File: src/rtl/irq_steer_pkg.sv
package irq_steer_pkg;
  localparam int ADDR_W  = 8;
  localparam int DATA_W  = 32;
  localparam int N_TMR   = 4;
  localparam int N_MBX   = 4;
  localparam int CTL_W   = 2 * N_TMR;
  localparam int SRC_W   = 12;
  localparam int TMR_LSB = 0;
  localparam int MBX_LSB = N_TMR;
  localparam int UP_BIT  = 8;
  localparam int LT_BIT  = 11;

  localparam logic [ADDR_W-1:0] OFS_SHARED  = 8'h0C;
  localparam logic [ADDR_W-1:0] OFS_LTROUTE = 8'h24;
  localparam logic [ADDR_W-1:0] OFS_TMRCTL  = 8'h40;
  localparam logic [ADDR_W-1:0] OFS_MBXCTL  = 8'h50;
  localparam logic [ADDR_W-1:0] OFS_IRQSRC  = 8'h60;
  localparam logic [ADDR_W-1:0] OFS_FIQSRC  = 8'h70;

  typedef enum logic [2:0] {
    SEL_NONE, SEL_SHARED, SEL_LTROUTE, SEL_TMRCTL,
    SEL_MBXCTL, SEL_IRQSRC, SEL_FIQSRC
  } sel_e;

  typedef enum logic [1:0] {DST_MASK, DST_IRQ, DST_FIQ} dst_e;

  function automatic dst_e pick_dst(input logic irq_en, input logic fiq_en);
    if (fiq_en) return DST_FIQ;
    if (irq_en) return DST_IRQ;
    return DST_MASK;
  endfunction
endpackage

File: src/rtl/irq_steer_core.sv
module irq_steer_core
  import irq_steer_pkg::*;
(
  input  logic             clk,
  input  logic             rst_n,
  input  logic [N_TMR-1:0] tmr_lvl,
  input  logic [N_MBX-1:0] mbx_lvl,
  input  logic [CTL_W-1:0] tmr_ctl,
  input  logic [CTL_W-1:0] mbx_ctl,
  input  logic             up_irq_hit,
  input  logic             up_fiq_hit,
  input  logic             lt_irq_hit,
  input  logic             lt_fiq_hit,
  output logic [SRC_W-1:0] irq_src,
  output logic [SRC_W-1:0] fiq_src,
  output logic             irq,
  output logic             fiq
);
  dst_e tmr_dst [N_TMR];
  dst_e mbx_dst [N_MBX];

  for (genvar j = 0; j < N_TMR; j++) begin : g_tmr
    assign tmr_dst[j] = pick_dst(tmr_ctl[j], tmr_ctl[N_TMR+j]);
  end
  for (genvar j = 0; j < N_MBX; j++) begin : g_mbx
    assign mbx_dst[j] = pick_dst(mbx_ctl[j], mbx_ctl[N_MBX+j]);
  end

  always_comb begin
    irq_src = '0;
    fiq_src = '0;
    for (int j = 0; j < N_TMR; j++) begin
      irq_src[TMR_LSB+j] = tmr_lvl[j] && (tmr_dst[j] == DST_IRQ);
      fiq_src[TMR_LSB+j] = tmr_lvl[j] && (tmr_dst[j] == DST_FIQ);
    end
    for (int j = 0; j < N_MBX; j++) begin
      irq_src[MBX_LSB+j] = mbx_lvl[j] && (mbx_dst[j] == DST_IRQ);
      fiq_src[MBX_LSB+j] = mbx_lvl[j] && (mbx_dst[j] == DST_FIQ);
    end
    irq_src[UP_BIT] = up_irq_hit;
    fiq_src[UP_BIT] = up_fiq_hit;
    irq_src[LT_BIT] = lt_irq_hit;
    fiq_src[LT_BIT] = lt_fiq_hit;
  end

  assign irq = |irq_src;
  assign fiq = |fiq_src;


  one_dst_chk: assert property (@(posedge clk) disable iff (!rst_n)
    ((irq_src[MBX_LSB+N_MBX-1:0] & fiq_src[MBX_LSB+N_MBX-1:0]) == '0));

  mbx_quiet_chk: assert property (@(posedge clk) disable iff (!rst_n)
    (mbx_lvl == '0) |-> (irq_src[MBX_LSB +: N_MBX] == '0 && fiq_src[MBX_LSB +: N_MBX] == '0));

  out_idle_chk: assert property (@(posedge clk) disable iff (!rst_n)
    (tmr_lvl == '0 && mbx_lvl == '0 && !up_irq_hit && !lt_irq_hit) |-> !irq);
endmodule

File: src/rtl/irq_steer_fanout.sv
module irq_steer_fanout #(
  parameter int NUM_CORES = 4,
  parameter int CIDX_W    = $clog2(NUM_CORES)
) (
  input  logic                 clk,
  input  logic                 rst_n,
  input  logic                 up_irq,
  input  logic                 up_fiq,
  input  logic                 ltmr_req,
  input  logic [CIDX_W-1:0]    up_irq_core,
  input  logic [CIDX_W-1:0]    up_fiq_core,
  input  logic [CIDX_W-1:0]    lt_core,
  input  logic                 lt_fiq,
  output logic [NUM_CORES-1:0] up_irq_hit,
  output logic [NUM_CORES-1:0] up_fiq_hit,
  output logic [NUM_CORES-1:0] lt_irq_hit,
  output logic [NUM_CORES-1:0] lt_fiq_hit
);
  for (genvar c = 0; c < NUM_CORES; c++) begin : g_core
    localparam logic [CIDX_W-1:0] ME = CIDX_W'(c);
    assign up_irq_hit[c] = up_irq && (up_irq_core == ME);
    assign up_fiq_hit[c] = up_fiq && (up_fiq_core == ME);
    assign lt_irq_hit[c] = ltmr_req && !lt_fiq && (lt_core == ME);
    assign lt_fiq_hit[c] = ltmr_req && lt_fiq && (lt_core == ME);
  end


  lt_single_chk: assert property (@(posedge clk) disable iff (!rst_n)
    ltmr_req |-> ($countones({lt_irq_hit, lt_fiq_hit}) == 1));

  lt_none_chk: assert property (@(posedge clk) disable iff (!rst_n)
    !ltmr_req |-> ({lt_irq_hit, lt_fiq_hit} == '0));

  up_single_chk: assert property (@(posedge clk) disable iff (!rst_n)
    $onehot0(up_irq_hit) && $onehot0(up_fiq_hit));
endmodule

File: src/rtl/irq_steer_regs.sv
module irq_steer_regs
  import irq_steer_pkg::*;
#(
  parameter int NUM_CORES = 4,
  parameter int CIDX_W    = $clog2(NUM_CORES)
) (
  input  logic                              clk,
  input  logic                              rst_n,
  input  logic                              wr_en,
  input  logic                              rd_en,
  input  logic [ADDR_W-1:0]                 addr,
  input  logic [DATA_W-1:0]                 wdata,
  output logic [DATA_W-1:0]                 rdata,
  output logic                              rd_valid,
  input  logic [NUM_CORES-1:0][SRC_W-1:0]   irq_src_i,
  input  logic [NUM_CORES-1:0][SRC_W-1:0]   fiq_src_i,
  output logic [NUM_CORES-1:0][CTL_W-1:0]   tmr_ctl_o,
  output logic [NUM_CORES-1:0][CTL_W-1:0]   mbx_ctl_o,
  output logic [CIDX_W-1:0]                 up_irq_core_o,
  output logic [CIDX_W-1:0]                 up_fiq_core_o,
  output logic [CIDX_W-1:0]                 lt_core_o,
  output logic                              lt_fiq_o
);
  logic [NUM_CORES-1:0][CTL_W-1:0] tmr_ctl_q, mbx_ctl_q;
  logic [CIDX_W-1:0] up_irq_core_q, up_fiq_core_q, lt_core_q;
  logic              lt_fiq_q;
  logic [DATA_W-1:0] rdata_q, rd_mux;
  logic              rd_valid_q;
  sel_e              sel;
  logic [CIDX_W-1:0] idx;
  logic              word_ok;
  logic              unused_wbits;

  assign unused_wbits = ^wdata[DATA_W-1:CTL_W];

  always_comb begin
    sel     = SEL_NONE;
    idx     = addr[2 +: CIDX_W];
    word_ok = (addr[1:0] == 2'b00) && (int'(addr[3:2]) < NUM_CORES);
    if (addr == OFS_SHARED) sel = SEL_SHARED;
    else if (addr == OFS_LTROUTE) sel = SEL_LTROUTE;
    else if (word_ok) begin
      if (addr[ADDR_W-1:4] == OFS_TMRCTL[ADDR_W-1:4]) sel = SEL_TMRCTL;
      else if (addr[ADDR_W-1:4] == OFS_MBXCTL[ADDR_W-1:4]) sel = SEL_MBXCTL;
      else if (addr[ADDR_W-1:4] == OFS_IRQSRC[ADDR_W-1:4]) sel = SEL_IRQSRC;
      else if (addr[ADDR_W-1:4] == OFS_FIQSRC[ADDR_W-1:4]) sel = SEL_FIQSRC;
    end
  end

  always_comb begin
    case (sel)
      SEL_SHARED:  rd_mux = DATA_W'({up_fiq_core_q, up_irq_core_q});
      SEL_LTROUTE: rd_mux = DATA_W'({lt_fiq_q, lt_core_q});
      SEL_TMRCTL:  rd_mux = DATA_W'(tmr_ctl_q[idx]);
      SEL_MBXCTL:  rd_mux = DATA_W'(mbx_ctl_q[idx]);
      SEL_IRQSRC:  rd_mux = DATA_W'(irq_src_i[idx]);
      SEL_FIQSRC:  rd_mux = DATA_W'(fiq_src_i[idx]);
      default:     rd_mux = '0;
    endcase
  end

  always_ff @(posedge clk or negedge rst_n) begin
    if (!rst_n) begin
      tmr_ctl_q     <= '0;
      mbx_ctl_q     <= '0;
      up_irq_core_q <= '0;
      up_fiq_core_q <= '0;
      lt_core_q     <= '0;
      lt_fiq_q      <= 1'b0;
    end else if (wr_en) begin
      case (sel)
        SEL_SHARED: begin
          up_irq_core_q <= wdata[CIDX_W-1:0];
          up_fiq_core_q <= wdata[2*CIDX_W-1:CIDX_W];
        end
        SEL_LTROUTE: begin
          lt_core_q <= wdata[CIDX_W-1:0];
          lt_fiq_q  <= wdata[CIDX_W];
        end
        SEL_TMRCTL: tmr_ctl_q[idx] <= wdata[CTL_W-1:0];
        SEL_MBXCTL: mbx_ctl_q[idx] <= wdata[CTL_W-1:0];
        default: ;
      endcase
    end
  end

  always_ff @(posedge clk or negedge rst_n) begin
    if (!rst_n) begin
      rdata_q    <= '0;
      rd_valid_q <= 1'b0;
    end else begin
      rd_valid_q <= rd_en;
      if (rd_en) rdata_q <= rd_mux;
    end
  end

  assign rdata         = rdata_q;
  assign rd_valid      = rd_valid_q;
  assign tmr_ctl_o     = tmr_ctl_q;
  assign mbx_ctl_o     = mbx_ctl_q;
  assign up_irq_core_o = up_irq_core_q;
  assign up_fiq_core_o = up_fiq_core_q;
  assign lt_core_o     = lt_core_q;
  assign lt_fiq_o      = lt_fiq_q;


  rd_valid_chk: assert property (@(posedge clk) disable iff (!rst_n)
    rd_en |=> rd_valid);

  rd_idle_chk: assert property (@(posedge clk) disable iff (!rst_n)
    !rd_en |=> !rd_valid);

  unmapped_rd_chk: assert property (@(posedge clk) disable iff (!rst_n)
    (rd_en && sel == SEL_NONE) |=> (rdata == '0));

  src_wr_ign_chk: assert property (@(posedge clk) disable iff (!rst_n)
    (wr_en && (sel == SEL_IRQSRC || sel == SEL_FIQSRC || sel == SEL_NONE)) |=>
      ($stable(tmr_ctl_q) && $stable(mbx_ctl_q) && $stable(up_irq_core_q) &&
       $stable(up_fiq_core_q) && $stable(lt_core_q) && $stable(lt_fiq_q)));
endmodule

File: src/rtl/irq_steer_top.sv
module irq_steer_top
  import irq_steer_pkg::*;
#(
  parameter int NUM_CORES = 4,
  localparam int CIDX_W   = $clog2(NUM_CORES)
) (
  input  logic                       clk,
  input  logic                       rst_n,
  input  logic                       reg_wr_en,
  input  logic                       reg_rd_en,
  input  logic [ADDR_W-1:0]          reg_addr,
  input  logic [DATA_W-1:0]          reg_wdata,
  output logic [DATA_W-1:0]          reg_rdata,
  output logic                       reg_rd_valid,
  input  logic [NUM_CORES*N_TMR-1:0] tmr_lvl,
  input  logic [NUM_CORES*N_MBX-1:0] mbx_lvl,
  input  logic                       up_irq,
  input  logic                       up_fiq,
  input  logic                       ltmr_req,
  output logic [NUM_CORES-1:0]       core_irq,
  output logic [NUM_CORES-1:0]       core_fiq
);
  logic [NUM_CORES-1:0][SRC_W-1:0] irq_src, fiq_src;
  logic [NUM_CORES-1:0][CTL_W-1:0] tmr_ctl, mbx_ctl;
  logic [CIDX_W-1:0] up_irq_core, up_fiq_core, lt_core;
  logic              lt_fiq;
  logic [NUM_CORES-1:0] up_irq_hit, up_fiq_hit, lt_irq_hit, lt_fiq_hit;

  irq_steer_regs #(.NUM_CORES(NUM_CORES), .CIDX_W(CIDX_W)) u_regs (
    .clk(clk), .rst_n(rst_n),
    .wr_en(reg_wr_en), .rd_en(reg_rd_en), .addr(reg_addr), .wdata(reg_wdata),
    .rdata(reg_rdata), .rd_valid(reg_rd_valid),
    .irq_src_i(irq_src), .fiq_src_i(fiq_src),
    .tmr_ctl_o(tmr_ctl), .mbx_ctl_o(mbx_ctl),
    .up_irq_core_o(up_irq_core), .up_fiq_core_o(up_fiq_core),
    .lt_core_o(lt_core), .lt_fiq_o(lt_fiq)
  );

  irq_steer_fanout #(.NUM_CORES(NUM_CORES), .CIDX_W(CIDX_W)) u_fanout (
    .clk(clk), .rst_n(rst_n),
    .up_irq(up_irq), .up_fiq(up_fiq), .ltmr_req(ltmr_req),
    .up_irq_core(up_irq_core), .up_fiq_core(up_fiq_core),
    .lt_core(lt_core), .lt_fiq(lt_fiq),
    .up_irq_hit(up_irq_hit), .up_fiq_hit(up_fiq_hit),
    .lt_irq_hit(lt_irq_hit), .lt_fiq_hit(lt_fiq_hit)
  );

  for (genvar c = 0; c < NUM_CORES; c++) begin : g_core
    irq_steer_core u_core (
      .clk(clk), .rst_n(rst_n),
      .tmr_lvl(tmr_lvl[c*N_TMR +: N_TMR]),
      .mbx_lvl(mbx_lvl[c*N_MBX +: N_MBX]),
      .tmr_ctl(tmr_ctl[c]), .mbx_ctl(mbx_ctl[c]),
      .up_irq_hit(up_irq_hit[c]), .up_fiq_hit(up_fiq_hit[c]),
      .lt_irq_hit(lt_irq_hit[c]), .lt_fiq_hit(lt_fiq_hit[c]),
      .irq_src(irq_src[c]), .fiq_src(fiq_src[c]),
      .irq(core_irq[c]), .fiq(core_fiq[c])
    );
  end
endmodule

File: config.mk
export PLATFORM = sky130hd
export DESIGN_NAME = irq_steer_top
export DESIGN_NICKNAME = d
export VERILOG_FILES = /design/src/rtl/irq_steer_pkg.sv /design/src/rtl/irq_steer_core.sv /design/src/rtl/irq_steer_fanout.sv /design/src/rtl/irq_steer_regs.sv /design/src/rtl/irq_steer_top.sv
export SDC_FILE = /design/constraint.sdc
export NUM_CORES = 1
export LEC_CHECK = 0
export BUFFER_PORTS_ARGS = -buffer_cell sky130_fd_sc_hd__buf_2
export CORE_ASPECT_RATIO = 1.4
export CORE_MARGIN = 4
export CORE_UTILIZATION = 50
export DETAILED_ROUTE_END_ITERATION = 16
export PLACE_DENSITY = 0.79
export SLEW_MARGIN = 20
export SYNTH_ARGS = -nofsm -noshare
export SYNTH_HDL_FRONTEND = slang
export SYNTH_SLANG_ARGS = --single-unit
File: constraint.sdc
create_clock -name clk -period 1.65 [get_ports clk]
set_clock_uncertainty 0.05 [all_clocks]
set_input_delay 0.0825 -clock clk [delete_from_list [all_inputs] [get_ports clk]]
set_output_delay 0.0825 -clock clk [all_outputs]
set_load 0.03 [all_outputs]
======== Yosys cells after proc, flatten, opt, wreduce, memory -nomap -nowiden ========
Index checks and enable logic that the tools add are counted.
operators by class
  add/sub/neg operators ................... 0
  multipliers ............................. 0
  div/mod/pow operators ................... 0
  order comparisons ....................... 2
  equality and inequality tests ........... 85
  shifts and indexed selects .............. 0
  muxes and demuxes ....................... 244
  bitwise operators ....................... 0
  reductions and logical operators ........ 100
operators by type and width
  cell                count
  $mux 2              128
  $mux 1              96
  $logic_and 1x1->1   83
  $reduce_or 10->1    8
  $eq 2x2->1 const B  38
  $pmux 12 s6         1
  $eq 2x1->1 const B  35
  $bwmux 32           2
  $bmux 12 s2         2
  $bmux 8 s2          2
  $mux 12             2
  $mux 8              3
  $mux 3              7
  $demux 8 s2         1
  $eq 4x3->1 const B  4
  $eq 3x3->1 const B  3
  $eq 8x4->1 const B  1
  $eq 8x6->1 const B  1
  $logic_not 2->1     4
  $reduce_and 2->1    4
  $eq 3x2->1 const B  2
  $eq 3x1->1 const B  1
  $lt 2x3->1 const B  1
  $ge 2x1->1 const B  1
  $logic_not 1->1     1
storage, ports and cells
  register bits after elaboration ......... 104
  bits in latches ......................... 0
  RAM bits ................................ 0
  bits in read-only memories .............. 0
  bits of input ports ..................... 79
  logic and storage cells ................. 445
  memories ................................ 0

======== Logic depth before layout (Yosys ltp) ========
Gate-level depths: netlist (run 1).
  depth in word-level cells ............... 10
  depth in mapped cells ................... 7
  depth with buffers taken out ............ 4

======== Cells and area by module ========
From an unflattened synthesis (run 1), not the netlist that was laid out.
second synthesis, totals
  cells, all modules ...................... 497
  area total of the unflattened synthesis .. 5904.4 um^2
modules (own cells, without submodules)
  module            times used  cells an instance  area an instance (um^2)  seq. area each (um^2)
  irq_steer_regs    1           349                4785.8                   2102.0
  irq_steer_core    4           33                 240.2                    0.0
  irq_steer_fanout  1           16                 157.7                    0.0

======== Least setup slack after synthesis (run 1) ========
Ideal clock, no wire load.
  path type ............................... input to register
  start ................................... input reg_addr[5]
  end ..................................... register u_regs.tmr_ctl_q, in the netlist u_regs.tmr_ctl_o[0]
  arrival time ............................ 1664 ps
  required time ........................... 1475 ps
  slack ................................... -189 ps
  cell stages on the path ................. 7
  path buffers ............................ 3
  cell sequence ........................... clkbuf_1 > nor2b_1 > clkbuf_1 > nand2_2 > or4b_1 > buf_6 > mux2_4
between the ends
  cells in the longest elaborated chain, start to end .. 10
  elaborated cells between the ends (all ways) .. 15
  classes of those cells .................. eq/ne (7); mux (7); reduce/logical (1)
RTL lines
  element                              line                  RTL
  start: declaration                   irq_steer_top.sv:11   input logic [ADDR_W-1:0] reg_addr,
  $eq 4x3->1                           irq_steer_regs.sv:46  else if (addr[ADDR_W-1:4] == OFS_FIQSRC[ADDR_W-1:4]) sel = SEL_FIQSRC;
  $mux 3                               irq_steer_regs.sv:46
  $mux 3                               irq_steer_regs.sv:45  else if (addr[ADDR_W-1:4] == OFS_IRQSRC[ADDR_W-1:4]) sel = SEL_IRQSRC;
  $mux 3                               irq_steer_regs.sv:44  else if (addr[ADDR_W-1:4] == OFS_MBXCTL[ADDR_W-1:4]) sel = SEL_MBXCTL;
  $mux 3                               irq_steer_regs.sv:43  if (addr[ADDR_W-1:4] == OFS_TMRCTL[ADDR_W-1:4]) sel = SEL_TMRCTL;
  $mux 3                               irq_steer_regs.sv:42  else if (word_ok) begin
  $mux 3                               irq_steer_regs.sv:41  else if (addr == OFS_LTROUTE) sel = SEL_LTROUTE;
  $mux 3 *                             irq_steer_regs.sv:40  if (addr == OFS_SHARED) sel = SEL_SHARED;
  $eq 3x2->1 *                         irq_steer_regs.sv:71  case (sel)
  $reduce_and 2->1 (no source line) *  -
  end signal: indexed assignment       irq_steer_regs.sv:80  SEL_TMRCTL: tmr_ctl_q[idx] <= wdata[CTL_W-1:0];
  end: declaration                     irq_steer_regs.sv:24  logic [NUM_CORES-1:0][CTL_W-1:0] tmr_ctl_q, mbx_ctl_q;
Mark *: on every way between the ends. The rest lies on a longest branch, timed or not.
A chain may end at the register's enable or synchronous reset.

======== Worst setup path after layout (run 1) ========
  start ................................... register u_regs.mbx_ctl_q, in the netlist u_regs.mbx_ctl_o[20]
  end ..................................... output core_irq[2]
between the ends
  cells in the longest elaborated chain, start to end .. 5
RTL lines
  element                           line                  RTL
  start: declaration                irq_steer_regs.sv:24
  start signal: indexed assignment  irq_steer_regs.sv:81  SEL_MBXCTL: mbx_ctl_q[idx] <= wdata[CTL_W-1:0];
  $mux 1                            irq_steer_pkg.sv:28   if (fiq_en) return DST_FIQ;
  $mux 2                            irq_steer_pkg.sv:29   if (irq_en) return DST_IRQ;
  $eq 2x1->1                        irq_steer_core.sv:37  irq_src[MBX_LSB+j] = mbx_lvl[j] && (mbx_dst[j] == DST_IRQ);
  $logic_and 1x1->1                 irq_steer_core.sv:37
  $reduce_or 10->1                  irq_steer_core.sv:46  assign irq = |irq_src;
  end: declaration                  irq_steer_top.sv:20   output logic [NUM_CORES-1:0] core_irq,
No other way between the ends.

==> impl_metrics.env, run 1 <==
export IMPL_swShare=0.279
export IMPL_drive_above_1_share=0.517
export IMPL_cts_buffers=9
export IMPL_p_leak_nw=3.23
export IMPL_port_buffers=73
export IMPL_clockRootBuffer="clkbuf_16"
export IMPL_irDropWorstVdd_v=0.000770
export IMPL_hold_slack_ns=0.0679
export IMPL_track_usage=0.316
export IMPL_core_area_sq_um=10500
export IMPL_p_switching_mw=1.58
export IMPL_overflow=0
export IMPL_r2r_start="u_regs.mbx_ctl_o[21]"
export IMPL_synth_main_ff_cell="dfrtp_1"
export IMPL_drt_initial_drc_count=401
export IMPL_fin_util=0.678
export IMPL_ys_ff_latch=82
export IMPL_clkPwrFrac=0.414
export IMPL_path_clk_slew_ns=0.06
export IMPL_clockBufferDepth=2
export IMPL_h_tree_depth=3
export IMPL_final_cell_area_sq_um=7090
export IMPL_finalHoldViolations=0
export IMPL_worstRegToRegCells=5
export IMPL_path_class="reg2out"
export IMPL_r2r_setup_slack_ns=-0.05
export IMPL_async_flop_share=1.00
export IMPL_drt_pre_antenna_iters=6
export IMPL_instances_no_fill=768
export IMPL_slew_headroom=0.662
export IMPL_hold_depth=2
export IMPL_rsz0062_at_grt="true"
export IMPL_worstHoldPathType="in2reg"
export IMPL_start_util=0.513
export IMPL_period_needed_ns=1.98
export IMPL_worst_slack_ns=-0.330
export IMPL_ios=120
export IMPL_cts_tree="done"
export IMPL_r2r_end="u_regs.rdata[5]"
export IMPL_grt_first_pass_wirelength_microns=28800
export IMPL_pwr_density_cell_nw_per_um2=800
export IMPL_rows=44
export IMPL_ys_seq_area_frac=0.382
export IMPL_drc=0
export IMPL_wirelength_microns=19200
export IMPL_synth_warnings=0
export IMPL_nets=704
export IMPL_whs_endpoint="u_regs.mbx_ctl_o[4]"
export IMPL_die_area_sq_um=12500
export IMPL_synth_top_area_share=0.382
export IMPL_internal_power_mw=4.09
export IMPL_num_vias=4925
export IMPL_area_delta_synth_final_pct=32.2
export IMPL_worstPathMaxFanout=4
export IMPL_grt_pass1_vias=5013
export IMPL_start_kind="register"
export IMPL_setup_violations=11
export IMPL_n_antenna_cell=0
export IMPL_antenna_found_initial=0
export IMPL_ys_top_cells_by_area="dfrtp_1 38%, mux2_2 13%, mux4_2 10%"
export IMPL_synth_area_per_cell_sq_um=11.2
export IMPL_viasPerCell=6.41
export IMPL_dp_hpwl_microns=14800
export IMPL_netlist_area_sq_um=5370
export IMPL_combPwrFrac=0.202
export IMPL_status="finished with violations"
export IMPL_slew_viol_final=0
export IMPL_dp_cells=732
export IMPL_cts_sinks=82
export IMPL_grt_start_max_net_pins=51
export IMPL_hold_start="reg_wdata[4]"
export IMPL_finalCritPeriodShare=1.20
export IMPL_synthCells=481
export IMPL_cp_data_required_time_ns=1.52
export IMPL_crit_arrival_ns=1.85
export IMPL_preCtsSetupSlack_ns=-0.278
export IMPL_critPathCaptureType="output pin"
export IMPL_synth_edf_count=0
export IMPL_clock_latency_ns=0.34
export IMPL_place_congestion=1.09
export IMPL_place_area_sq_um=6280
export IMPL_wl_per_cell_microns=25.0
export IMPL_violations="setup timing"
export IMPL_ant_nets=0
export IMPL_die_width_microns=95.6
export IMPL_worst_slew_pin_slew_ns=0.507
export IMPL_p_seq_frac=0.384
export IMPL_dieHeight_microns=131
export IMPL_synth_distinct_cells=58
export IMPL_synth_top_cell_by_area="dfrtp_1"
export IMPL_max_freq_mhz=505
export IMPL_cap_viol_max_count=0
## cells in the mapped netlist, types with 3 or more instances
| library cell | count |
|---|---|
| xnor2_1 | 6 |
| nand4b_1 | 5 |
| nand4_1 | 16 |
| o21ba_2 | 3 |
| nand3b_1 | 27 |
| a211oi_1 | 6 |
| a22oi_1 | 6 |
| dfrtp_1 | 82 |
| nor2b_1 | 13 |
| mux2_4 | 8 |
| o22ai_1 | 7 |
| nand3_1 | 28 |
| nand2_1 | 42 |
| clkbuf_1 | 13 |
| and2_1 | 3 |
| o21ai_0 | 3 |
| buf_4 | 31 |
| inv_1 | 3 |
| a2111o_1 | 3 |
| a31oi_1 | 4 |
| mux4_2 | 24 |
| nor2_1 | 16 |
| buf_2 | 7 |
| o32a_1 | 6 |
| mux2i_1 | 5 |
| a41oi_1 | 3 |
| mux2_2 | 63 |
| buf_1 | 5 |
| o2111ai_1 | 4 |
| a21oi_1 | 3 |
## area by class of cell
| cell class | count | area [sq um] |
|---|---|---|
| clock buffer | 9 | 225 |
| clock inverter | 7 | 124 |
| fill | 771 | 3370 |
| inverter | 3 | 11.3 |
| multi-input combinational | 360 | 3250 |
| sequential | 82 | 2060 |
| tap | 138 | 173 |
| timing repair buffer | 169 | 1250 |
## metrics by stage
step                power, mW  TNS (ns)
floorplan                2.82     -4.92
global placement         3.16     -7.13
detailed placement       3.19     -9.18
CTS                      5.63     -1.50
global route             5.86     -2.08
finish                   5.67     -1.67
## placed cells by master (no fill, tap or decap), types with 3 or more instances in the layout
cell,count
a2111o_1,3
a211oi_1,4
a21oi_1,3
a22oi_1,6
a31oi_1,3
a41oi_1,3
and2_1,3
buf_12,4
buf_2,64
buf_4,76
buf_6,23
bufinv_16,3
clkbuf_16,9
conb_1,22
dfrtp_1,79
dfrtp_2,3
inv_1,3
inv_6,3
mux2_2,59
mux2_4,12
mux2i_1,5
mux4_2,24
nand2_1,31
nand2_2,6
nand2_4,6
nand3_1,19
nand3_2,9
nand3b_1,27
nand4_1,16
nand4b_1,5
nor2_1,13
nor2b_1,12
o21ba_2,3
o22ai_1,4
o32a_1,6
xnor2_1,6
## flip-flops by register name (all words and copies together), names as in the netlist
signal / count
u_regs.mbx_ctl_o: 32
u_regs.tmr_ctl_o: 32
u_regs.rdata: 10
u_regs.lt_core_o: 2
u_regs.up_fiq_core_o: 2
u_regs.up_irq_core_o: 2
u_regs.lt_fiq_o: 1
u_regs.rd_valid: 1
## power by group through the flow
stage	Clock (mW)	Sequential (mW)	Combinational, mW
floorplan	0	2.19	0.631
global placement	0	2.20	0.959
detailed placement	0	2.21	0.977
CTS	2.37	2.17	1.09
global route	2.46	2.19	1.21
finish	2.35	2.18	1.15
## cells by family after synthesis
| group | count (synthesis) | synth area share |
|---|---|---|
| and+or+nand+nor | 171 | 0.184 |
| muxes | 100 | 0.265 |
| DFF | 82 | 0.382 |
| AOI/OAI and AO/OA | 60 | 0.0898 |
| buffers and inverters | 60 | 0.0667 |
| xor gates and xnor gates | 7 | 0.0114 |
| other | 1 | 0.000699 |
## routing by layer
metal  wire, microns  track usage  vias up
met1            6810        0.368     2420
met4            1240        0.177        0
met5               0            0        -
met2            9560        0.531      341
met3            1600       0.0745       90
li1                -            -     2074
## how the worst max path moves through the flow
| stage | from | to | slack [ns] |
|---|---|---|---|
| final | u_regs.mbx_ctl_o[20] | core_irq[2] | -0.33 |
| after global routing | u_regs.mbx_ctl_o[20] | core_irq[2] | -0.36 |
| after CTS | u_regs.mbx_ctl_o[20] | core_irq[2] | -0.31 |
| after detailed placement | reg_addr[2] | u_regs.tmr_ctl_o[15] | -0.28 |
| after global placement | reg_addr[2] | u_regs.tmr_ctl_o[9] | -0.24 |
| after floorplan | reg_addr[7] | u_regs.tmr_ctl_o[0] | -0.11 |
## what timing repair did
item,in CTS,in global routing
resized for setup,52,25
endpoints found under the setup margin,12,16
hold buffers,2,0
buffers inserted,11,7
cloned,0,0
endpoints found under the hold margin,33,0
pin swaps,18,15
## critical path: stages (launching register included)
cell and delay [ns]:
dfrtp_2 0.40, buf_6 0.10, nand3b_1 0.15, nand4_1 0.13, or4_4 0.57, buf_6 0.16
Note: power is estimated with default switching activity, not from simulation.
==> run 2, diff against run 1 <==
CORE_MARGIN = 2   (was 4)
PLACE_DENSITY = 0.88   (was 0.79)
REMOVE_ABC_BUFFERS = 1   (was default)
==> run 2 against run 1 <==
Effect of this change:
- total power fell by 2.2%
- die area fell by 7.1%
- cell count rose by 0.78%
- clock-buffer cell count rose by 1
- via count rose by 1.6%
- final area fell by 0.88%
- worst setup slack got worse by 0.030 ns
- hold slack got worse by 0.0076 ns
- wire length barely moved
- the flow still finishes with violations (setup timing)
- non-clock buffer count rose by 6
==> impl_metrics.env, run 2 (synthesis results as in run 1) <==
export IMPL_cap_viol_max_count=0
export IMPL_slew_headroom=0.628
export IMPL_p_leak_nw=3.21
export IMPL_wl_met1_microns=6830
export IMPL_drt_pre_antenna_iters=5
export IMPL_slew_viol_final=0
export IMPL_worst_slew_pin_slew_ns=0.556
export IMPL_clock_latency_ns=0.34
export IMPL_irDropWorstVdd_v=0.000549
export IMPL_drive_above_1_share=0.520
export IMPL_start_kind="register"
export IMPL_worstHoldPathType="in2reg"
export IMPL_finalCritPeriodShare=1.22
export IMPL_rows=44
export IMPL_n_antenna_cell=0
export IMPL_crit_arrival_ns=1.88
export IMPL_wl_per_cell_microns=24.8
export IMPL_wirelength_microns=19200
export IMPL_wl_met2_microns=9200
export IMPL_drt_initial_drc_count=487
export IMPL_cp_data_required_time_ns=1.52
export IMPL_die_width_microns=91.6
export IMPL_grt_pass1_vias=5086
export IMPL_port_buffers=73
export IMPL_worstPathMaxFanout=4
export IMPL_place_congestion=1.06
export IMPL_start_util=0.516
export IMPL_top_layer="met4"
export IMPL_period_needed_ns=2.01
export IMPL_layout_common_cells="88 x buf_4, 77 x dfrtp_1, 64 x buf_2"
export IMPL_clockBufferDepth=2
export IMPL_area_delta_synth_final_pct=31.0
export IMPL_violations="setup timing"
export IMPL_dp_cells=739
export IMPL_max_freq_mhz=497
export IMPL_hold_slack_ns=0.0603
export IMPL_h_tree_depth=3
export IMPL_fin_util=0.676
export IMPL_wl_met3_microns=1670
export IMPL_pwr_density_cell_nw_per_um2=789
export IMPL_cts_tree="done"
export IMPL_preCtsSetupSlack_ns=-0.189
export IMPL_final_cell_area_sq_um=7030
export IMPL_cts_sinks=82
export IMPL_rsz0062_at_grt="true"
export IMPL_clockRootBuffer="clkbuf_16"
export IMPL_place_area_sq_um=6270
export IMPL_cts_buffers=9
export IMPL_instances_no_fill=774
export IMPL_grt_first_pass_wirelength_microns=29300
export IMPL_track_usage=0.341
export IMPL_path_class="reg2out"
export IMPL_overflow=0
export IMPL_num_vias=5002
export IMPL_ant_nets=0
export IMPL_worst_slack_ns=-0.360
export IMPL_grt_start_max_net_pins=46
export IMPL_viasPerCell=6.46
export IMPL_drc=0
export IMPL_core_area_sq_um=10400
export IMPL_dp_hpwl_microns=14500
export IMPL_path_clk_slew_ns=0.06
export IMPL_setup_violations=10
export IMPL_dieHeight_microns=127
export IMPL_die_area_sq_um=11600
export IMPL_nets=710
export IMPL_final_common_cell="buf_4"
export IMPL_finalHoldViolations=0
export IMPL_status="finished with violations"
export IMPL_critPathCaptureType="output pin"
export IMPL_antenna_found_initial=0
export IMPL_ios=120
==> run 2: changes by cell type in the layout (fill, tap and decap cells not counted), sizes merged <==
cell    previous run  this run
buf              167       173
clkinv             0         3
inv                6         3
bufinv             3         2
clkbuf             9        10
==> run 2: final timing paths <==
| check | start | endpoint | slack, ns | cells after the start |
|---|---|---|---|---|
| setup / recovery | u_regs.tmr_ctl_o[23] | core_irq[2] | -0.36 | 4 |
| hold / removal | reg_wdata[4] | u_regs.mbx_ctl_o[28] | 0.06 | 2 |
| setup reg to reg | u_regs.tmr_ctl_o[21] | u_regs.rdata[5] | -0.13 | 6 |
| hold reg to reg | u_regs.rdata[7] | u_regs.rdata[7] | 0.48 | 1 |
| max in group asynchronous | rst_n | u_regs.mbx_ctl_o[4] | 0.71 | 3 |
| min in group asynchronous | rst_n | u_regs.tmr_ctl_o[30] | 0.21 | 2 |
==> run 2: per-stage QoR <==
step	TNS [ns]	total power, mW
CTS	-1.42	5.49
finish	-1.62	5.55
floorplan	-17.68	2.65
detailed placement	-4.39	3.18
global route	-1.98	5.70
global placement	-3.92	3.16
==> run 2: cell type report <==
type	instances	area [sq um]
fill	765	3380
multi-input combinational	360	3210
sequential	82	2060
timing repair buffer	175	1250
clock buffer	10	239
tap	138	173
clock inverter	6	90.1
inverter	3	11.3
==> run 2: where the power goes <==
| group | total [mW] | switching [mW] | internal, mW |
|---|---|---|---|
| clock network | 2.23 | 0.861 | 1.37 |
| registers | 2.18 | 0.0819 | 2.10 |
| logic | 1.14 | 0.638 | 0.498 |
| total | 5.55 | 1.58 | 3.96 |
==> run 2: repair_timing <==
item	in CTS	in global routing
setup buffers	10	10
pin swaps	24	16
setup endpoints to repair	10	16
gates resized for setup	58	16
hold buffers	2	0
endpoints found under the hold margin	38	0
==> run 2: metal layers <==
metal | GRT usage | up-vias
met5 | 0 | -
li1 | - | 2091
met4 | 0.255 | 0
met3 | 0.0665 | 88
met1 | 0.409 | 2467
met2 | 0.542 | 356
==> run 2: critical path: stages (launching register included) <==
cell,delay [ns]
dfrtp_1,0.41
nand3b_1,0.21
nand4_1,0.19
or4_4,0.57
buf_6,0.16
